$ cat src/rtl/irq_vec_pkg.sv
package irq_vec_pkg;
  localparam int unsigned ADDR_W = 8;
  localparam logic [ADDR_W-1:0] A_IRQ_STAT = 8'h00;
  localparam logic [ADDR_W-1:0] A_FIQ_STAT = 8'h01;
  localparam logic [ADDR_W-1:0] A_RAW      = 8'h02;
  localparam logic [ADDR_W-1:0] A_SEL      = 8'h03;
  localparam logic [ADDR_W-1:0] A_EN_SET   = 8'h04;
  localparam logic [ADDR_W-1:0] A_EN_CLR   = 8'h05;
  localparam logic [ADDR_W-1:0] A_SW_SET   = 8'h06;
  localparam logic [ADDR_W-1:0] A_SW_CLR   = 8'h07;
  localparam logic [ADDR_W-1:0] A_PROT     = 8'h08;
  localparam logic [ADDR_W-1:0] A_VEC      = 8'h09;
  localparam logic [ADDR_W-1:0] A_LVL_MASK = 8'h0A;
  // 0x40+i : vector of source i, 0x80+i : level of source i
  localparam logic [1:0] VEC_REGION = 2'b01;
  localparam logic [2:0] LVL_REGION = 3'b100;
endpackage

$ cat src/rtl/irq_sync.sv
module irq_sync #(
  parameter int unsigned W = 32
) (
  input  logic         clk_i,
  input  logic         rst_ni,
  input  logic [W-1:0] d_i,
  output logic [W-1:0] q_o
);
  logic [W-1:0] s1_q, s2_q;
  always_ff @(posedge clk_i or negedge rst_ni) begin
    if (!rst_ni) begin
      s1_q <= '0;
      s2_q <= '0;
    end else begin
      s1_q <= d_i;
      s2_q <= s1_q;
    end
  end
  assign q_o = s2_q;
endmodule

$ cat src/rtl/irq_prio_arb.sv
module irq_prio_arb #(
  parameter int unsigned N  = 32,
  parameter int unsigned PW = 4,
  localparam int unsigned IW = $clog2(N)
) (
  input  logic [N-1:0]         req_i,
  input  logic [N-1:0][PW-1:0] lvl_i,
  output logic                 found_o,
  output logic [IW-1:0]        idx_o,
  output logic [PW-1:0]        lvl_o
);
  // strict compare keeps the lowest index on a tie
  always_comb begin
    found_o = 1'b0;
    idx_o   = '0;
    lvl_o   = '1;
    for (int i = 0; i < N; i++) begin
      if (req_i[i] && (!found_o || lvl_i[i] < lvl_o)) begin
        found_o = 1'b1;
        idx_o   = IW'(i);
        lvl_o   = lvl_i[i];
      end
    end
  end
endmodule

$ cat src/rtl/irq_nest_stack.sv
module irq_nest_stack #(
  parameter int unsigned PW = 4,
  localparam int unsigned DEPTH = 2 ** PW,
  localparam int unsigned IW = $clog2(DEPTH),
  localparam int unsigned CW = $clog2(DEPTH + 1)
) (
  input  logic          clk_i,
  input  logic          rst_ni,
  input  logic          push_i,
  input  logic [PW-1:0] push_lvl_i,
  input  logic          pop_i,
  output logic          empty_o,
  output logic [PW-1:0] top_o,
  output logic [CW-1:0] depth_o
);
  logic [DEPTH-1:0][PW-1:0] lvl_q;
  logic [CW-1:0]            cnt_q;

  always_ff @(posedge clk_i or negedge rst_ni) begin
    if (!rst_ni) begin
      lvl_q <= '1;
      cnt_q <= '0;
    end else if (push_i && cnt_q != CW'(DEPTH)) begin
      lvl_q[IW'(cnt_q)] <= push_lvl_i;
      cnt_q             <= cnt_q + 1'b1;
    end else if (pop_i && cnt_q != '0) begin
      cnt_q <= cnt_q - 1'b1;
    end
  end

  assign empty_o = (cnt_q == '0);
  assign top_o   = empty_o ? '1 : lvl_q[IW'(cnt_q - 1'b1)];
  assign depth_o = cnt_q;
endmodule

$ cat src/rtl/irq_vector_ctrl.sv
module irq_vector_ctrl
  import irq_vec_pkg::*;
#(
  parameter int unsigned NUM_SRC = 32,
  parameter int unsigned PRIO_W  = 4,
  parameter int unsigned DATA_W  = 32,
  localparam int unsigned NLVL  = 2 ** PRIO_W,
  localparam int unsigned SRC_W = $clog2(NUM_SRC),
  localparam int unsigned CW    = $clog2(NLVL + 1)
) (
  input  logic               clk_i,
  input  logic               rst_ni,
  input  logic               req_i,
  input  logic               we_i,
  input  logic               priv_i,
  input  logic [ADDR_W-1:0]  addr_i,
  input  logic [DATA_W-1:0]  wdata_i,
  output logic [DATA_W-1:0]  rdata_o,
  input  logic [NUM_SRC-1:0] irq_src_i,
  output logic               irq_o,
  output logic               fiq_o
);
  logic [NUM_SRC-1:0]             hw_sync, en_q, sel_q, soft_q;
  logic [NUM_SRC-1:0]             raw, irq_stat, fiq_stat, cand;
  logic [NUM_SRC-1:0][DATA_W-1:0] vaddr_q;
  logic [NUM_SRC-1:0][PRIO_W-1:0] prio_q;
  logic [NLVL-1:0]                mask_q;
  logic [DATA_W-1:0]              vec_q;
  logic                           prot_q;
  logic                           found, stk_empty;
  logic [SRC_W-1:0]               win_idx, sidx;
  logic [PRIO_W-1:0]              win_prio, stk_top;
  logic [CW-1:0]                  depth;
  logic                           acc_ok, rd_en, wr_en, vec_hit, lvl_hit, ack, done;

  irq_sync #(.W(NUM_SRC)) u_sync (
    .clk_i(clk_i), .rst_ni(rst_ni), .d_i(irq_src_i), .q_o(hw_sync)
  );

  assign raw      = hw_sync | soft_q;
  assign irq_stat = raw & en_q & ~sel_q;
  assign fiq_stat = raw & en_q & sel_q;

  for (genvar g = 0; g < NUM_SRC; g++) begin : g_cand
    assign cand[g] = irq_stat[g] & mask_q[prio_q[g]];
  end

  irq_prio_arb #(.N(NUM_SRC), .PW(PRIO_W)) u_arb (
    .req_i(cand), .lvl_i(prio_q), .found_o(found), .idx_o(win_idx), .lvl_o(win_prio)
  );

  irq_nest_stack #(.PW(PRIO_W)) u_stk (
    .clk_i(clk_i), .rst_ni(rst_ni), .push_i(ack), .push_lvl_i(win_prio),
    .pop_i(done), .empty_o(stk_empty), .top_o(stk_top), .depth_o(depth)
  );

  assign irq_o = found & (stk_empty | (win_prio < stk_top));
  assign fiq_o = |fiq_stat;

  assign acc_ok  = priv_i | ~prot_q;
  assign rd_en   = req_i & ~we_i & acc_ok;
  assign wr_en   = req_i & we_i & acc_ok;
  assign sidx    = addr_i[SRC_W-1:0];
  assign vec_hit = (addr_i[7:6] == VEC_REGION);
  assign lvl_hit = (addr_i[7:5] == LVL_REGION);
  assign ack     = rd_en & (addr_i == A_VEC) & irq_o;
  assign done    = wr_en & (addr_i == A_VEC);

  always_ff @(posedge clk_i or negedge rst_ni) begin
    if (!rst_ni) begin
      en_q    <= '0;
      sel_q   <= '0;
      soft_q  <= '0;
      prot_q  <= 1'b0;
      mask_q  <= '1;
      vec_q   <= '0;
      vaddr_q <= '0;
      prio_q  <= '1;
    end else begin
      if (ack) vec_q <= vaddr_q[win_idx];
      if (wr_en) begin
        if (vec_hit) vaddr_q[sidx] <= wdata_i;
        if (lvl_hit) prio_q[sidx] <= wdata_i[PRIO_W-1:0];
        unique case (addr_i)
          A_SEL:      sel_q  <= wdata_i[NUM_SRC-1:0];
          A_EN_SET:   en_q   <= en_q | wdata_i[NUM_SRC-1:0];
          A_EN_CLR:   en_q   <= en_q & ~wdata_i[NUM_SRC-1:0];
          A_SW_SET:   soft_q <= soft_q | wdata_i[NUM_SRC-1:0];
          A_SW_CLR:   soft_q <= soft_q & ~wdata_i[NUM_SRC-1:0];
          A_PROT:     if (priv_i) prot_q <= wdata_i[0];
          A_LVL_MASK: mask_q <= wdata_i[NLVL-1:0];
          default: ;
        endcase
      end
    end
  end

  always_comb begin
    rdata_o = '0;
    if (rd_en) begin
      if (vec_hit) rdata_o = vaddr_q[sidx];
      else if (lvl_hit) rdata_o = DATA_W'(prio_q[sidx]);
      else begin
        unique case (addr_i)
          A_IRQ_STAT: rdata_o = DATA_W'(irq_stat);
          A_FIQ_STAT: rdata_o = DATA_W'(fiq_stat);
          A_RAW:      rdata_o = DATA_W'(raw);
          A_SEL:      rdata_o = DATA_W'(sel_q);
          A_EN_SET:   rdata_o = DATA_W'(en_q);
          A_SW_SET:   rdata_o = DATA_W'(soft_q);
          A_PROT:     rdata_o = DATA_W'(prot_q & priv_i);
          A_VEC:      rdata_o = irq_o ? vaddr_q[win_idx] : vec_q;
          A_LVL_MASK: rdata_o = DATA_W'(mask_q);
          default:    rdata_o = '0;
        endcase
      end
    end
  end
endmodule

$ cat config.mk
export PLATFORM = sky130hd
export DESIGN_NAME = irq_vector_ctrl
export DESIGN_NICKNAME = d
export VERILOG_FILES = /design/src/rtl/irq_vec_pkg.sv /design/src/rtl/irq_sync.sv /design/src/rtl/irq_prio_arb.sv /design/src/rtl/irq_nest_stack.sv /design/src/rtl/irq_vector_ctrl.sv
export SDC_FILE = /design/constraint.sdc
export NUM_CORES = 2
export LEC_CHECK = 0
export BUFFER_PORTS_ARGS = -buffer_cell sky130_fd_sc_hd__buf_2
export CAP_MARGIN = 5
export CELL_PAD_IN_SITES_DETAIL_PLACEMENT = 1
export CELL_PAD_IN_SITES_GLOBAL_PLACEMENT = 1
export CORE_ASPECT_RATIO = 1.25
export CORE_MARGIN = 4
export CORE_UTILIZATION = 30
export DETAILED_ROUTE_END_ITERATION = 8
export GPL_ROUTABILITY_DRIVEN = 1
export PLACE_DENSITY = 0.6
export SYNTH_ARGS = -nofsm -noshare
export SYNTH_HDL_FRONTEND = slang
export SYNTH_HIERARCHICAL = 1
export SYNTH_SLANG_ARGS = --single-unit
$ cat constraint.sdc
create_clock -name clk_i -period 48.9 [get_ports clk_i]
set_input_delay 2.445 -clock clk_i [delete_from_list [all_inputs] [get_ports clk_i]]
set_output_delay 2.445 -clock clk_i [all_outputs]
set_load 0.03 [all_outputs]
==> run metrics <==
status=finished clean; FMAX=around 0.021 GHz; Rel. slew slack=0.113; worst slew pin tran=1.33 ns; clk_skew=between 0.06 and 0.07 ns; die span in y=608 um; post-synth cell types=130; Startpoint Class=flip-flop; Detailed Place HPWL=232000 um; Crit Path Category=flip-flop to output port; worst-path fanout max=6; Hold Slack=0.348 ns; Starting Density=0.301; Clock Tree Buf Depth=4; gpl congestion=0.909; MaxCap Viol Count=0; Final min period=47.62 ns; RSZ-0062 raised after global routing=true; FFs w/ async S/R, synth=1.00; initial drt markers=5714; CP Capture Type=output port; sequential area share after synthesis=0.417; FF+latch count, synth=1430; worst vdd ir=0.0000237 V; WL/cell=roughly 34 um; number of global-route vias before repair=67800; DRC Markers=0; Ys Warns=6; routed vias=64800; Reg clk slew, reported paths=0.06 ns; total CTS buffers=approximately 160; largest stage delay on the critical path=0.62 ns; Avg Vias per Cell=6.06; grt ovf=0; Die X=488 um; CTS tree=built; fin nets=6893; Placed Area=0.0920 mm2; FILL cells=roughly 30000; final instance area=0.100 mm2; Root Driver=clkbuf_16; P&R area growth vs syn=15.9%; largest net degree at the start of global routing=192; Top FF cell, synth=dfrtp_1; fin crit share=0.974; cts hold-fix bufs=0; Core ar.=0.287 mm2; Hold Path Class=flip-flop to flip-flop; CP arrival=around 45 ns; post-route ant nets=0; power per cell area=29.3 mW/mm2; share of cells above drive strength 1=0.489; max-slew violation count=0; Top Ports=111; Mean Syn Cell Area=13.1 um2; DRT Pass-1 Iters=6; Total Wirelength=~360000 um; final hold vios=0; first-pass GRT wire length=515000 um; die footprint=0.297 mm2; Cell Area, Synth=0.0864 mm2; Worst-Skew Late Latency=0.86 ns; Slowest cell on crit path=dfstp_2; Syn Nets=roughly 6700; crit-path most repeated cell=ha_4; Post-synth EDFFs=0; row count=220; LEAKAGE=41.9 nW; Mapped Cells=6614; final setup fails=0; gr usage total=0.237; antenna violations before repair=31; H-tree Lvls=4; Worst Path Required=46.46 ns; CTS Sinks=1430; Pwr Total=between 0.002 and 0.003 W; port bufs=110
-- metal layers --
metal,vias up,share of wire,GRT usage
li1,25800,-,-
met1,35100,0.38,0.288
met2,2821,0.48,0.391
met3,984,0.070,0.0445
met4,16,0.072,0.139
met5,-,0.00031,0
-- synthesized netlist by cell type (17+ instances only) --
library cell	n	area share
or3_1	20	0.0014
a21o_1	25	0.0022
o31ai_1	22	0.0019
and3_1	38	0.0028
nor3_1	41	0.0024
maj3_1	18	0.0021
nand2b_1	33	0.0024
a211oi_1	30	0.0026
nand2_1	469	0.020
mux2i_1	189	0.022
a221oi_1	32	0.0032
o211ai_1	46	0.0040
mux4_2	718	0.19
mux2_2	1257	0.16
buf_4	52	0.0045
nor2_1	209	0.0091
dfrtp_1	1222	0.35
ha_1	44	0.0064
nor2b_1	49	0.0035
dfstp_2	208	0.063
mux2_1	88	0.011
o21ai_0	146	0.0085
buf_2	224	0.013
inv_1	101	0.0044
clkbuf_1	281	0.012
nand3_1	81	0.0047
and2_1	38	0.0028
a22oi_1	73	0.0063
nand4_1	32	0.0023
buf_6	27	0.0035
a31oi_1	94	0.0068
o21a_1	39	0.0034
o21ai_1	20	0.0012
a32oi_1	20	0.0020
o22ai_1	36	0.0026
nor3b_1	27	0.0023
a21oi_1	163	0.0094
and3b_1	17	0.0017
-- repair_timing --
item,in CTS,in global routing
buffers inserted,57,69
cloned,5,4
endpoints found under the setup margin,33,104
gates resized for setup,120,207
pin swaps,32,80
endpoints found under the hold margin,0,0
-- state kept, by name (all words and copies together) (netlist names), 5 cells and up, named ones only --
signal         count
mask_q            16
prio_q           128
sel_q             32
u_stk/depth_o      5
u_stk/lvl_q       64
u_sync/q_o        32
u_sync/s1_q       32
vaddr_q         1024
vec_q             32
-- critical path, delay by kind of cell, from the launching register on --
family | cells | cell delay (ns)
DFF | 1 | 0.62
muxes | 25 | 7.14
adders and majority gates | 30 | 7.21
buffers and inverters | 37 | 3.51
and+or+nand+nor | 77 | 10.22
AOI/OAI and AO/OA | 97 | 15.47
-- where the power goes --
| part | total (W) | switching, W | leakage [nW] | internal (W) |
|---|---|---|---|---|
| logic | 0.000376 | 0.000214 | 20.5 | 0.000162 |
| registers | 0.00129 | 0.0000510 | 18.8 | 0.00124 |
| clock network | 0.00127 | 0.000531 | 2.64 | 0.000742 |
| total | 0.00294 | 0.000796 | 41.9 | 0.00214 |
-- cells by family after synthesis --
group / after synthesis / synth area share
muxes: 2263 / 0.387
DFF: 1430 / 0.417
and+or+nand+nor: 1159 / 0.0657
AOI/OAI and AO/OA: 979 / 0.0807
buffers and inverters: 701 / 0.0385
adders and majority gates: 63 / 0.00859
xor gates and xnor gates: 19 / 0.00201
-- final timing paths --
path                                           start                           to  slack [ns]  cells after the start
min                        u_sync/s1_q[27]$_DFF_PN0_     u_sync/q_o[27]$_DFF_PN0_        0.35                      0
min reg2reg                u_sync/s1_q[27]$_DFF_PN0_     u_sync/q_o[27]$_DFF_PN0_        0.35                      0
max in group asynchronous                     rst_ni     vaddr_q[534]$_DFFE_PN0P_       42.24                      6
max reg2reg                    prio_q[0]$_DFFE_PN1P_  u_stk/lvl_q[60]$_DFFE_PN1P_        4.16                    265
min in group asynchronous                     rst_ni      vaddr_q[10]$_DFFE_PN0P_        1.69                      1
max                            prio_q[0]$_DFFE_PN1P_                  rdata_o[20]        1.28                    266
-- final cells by class --
type | instances | area (um2) | share of cell area
diodes | 15 | 37.5 | 0.000375
clock buffers | 228 | 4690 | 0.0468
clock inverters | 54 | 667 | 0.00666
inverters | 104 | 433 | 0.00433
multi-input cells | 4484 | 48600 | 0.486
flip-flops and latches | 1430 | 36000 | 0.360
well taps | 3774 | 4720 | 0.0472
repair buffers | 590 | 4900 | 0.0489
-- metrics by stage --
stage / setup slack, ns / TNS, ns / cells / utilization
4_1_cts: 0.00295 / 0 / 10600 / 0.343
6_report: 1.28 / 0 / 10700 / 0.349
5_1_grt: -0.578 / -16.29 / 10700 / 0.349
3_5_place_dp: -1.82 / -48.10 / 10200 / 0.321
2_1_floorplan: 0.000384 / 0 / 6614 / -
3_3_place_gp: -0.257 / -0.783 / 10200 / 0.321
-- placed cells by master (no fill, tap or decap), types with 39 or more instances in the layout --
cell	n
a21oi_1	144
a22oi_1	72
a31oi_1	84
buf_2	97
buf_4	434
clkbuf_16	171
dfrtp_1	1222
dfstp_2	208
inv_1	82
mux2_1	86
mux2_2	1242
mux2i_1	178
mux4_2	718
nand2_1	455
nand3_1	74
nor2_1	175
o211ai_1	46
o21a_1	39
o21ai_0	116
Power figures use the tool's default switching activity.
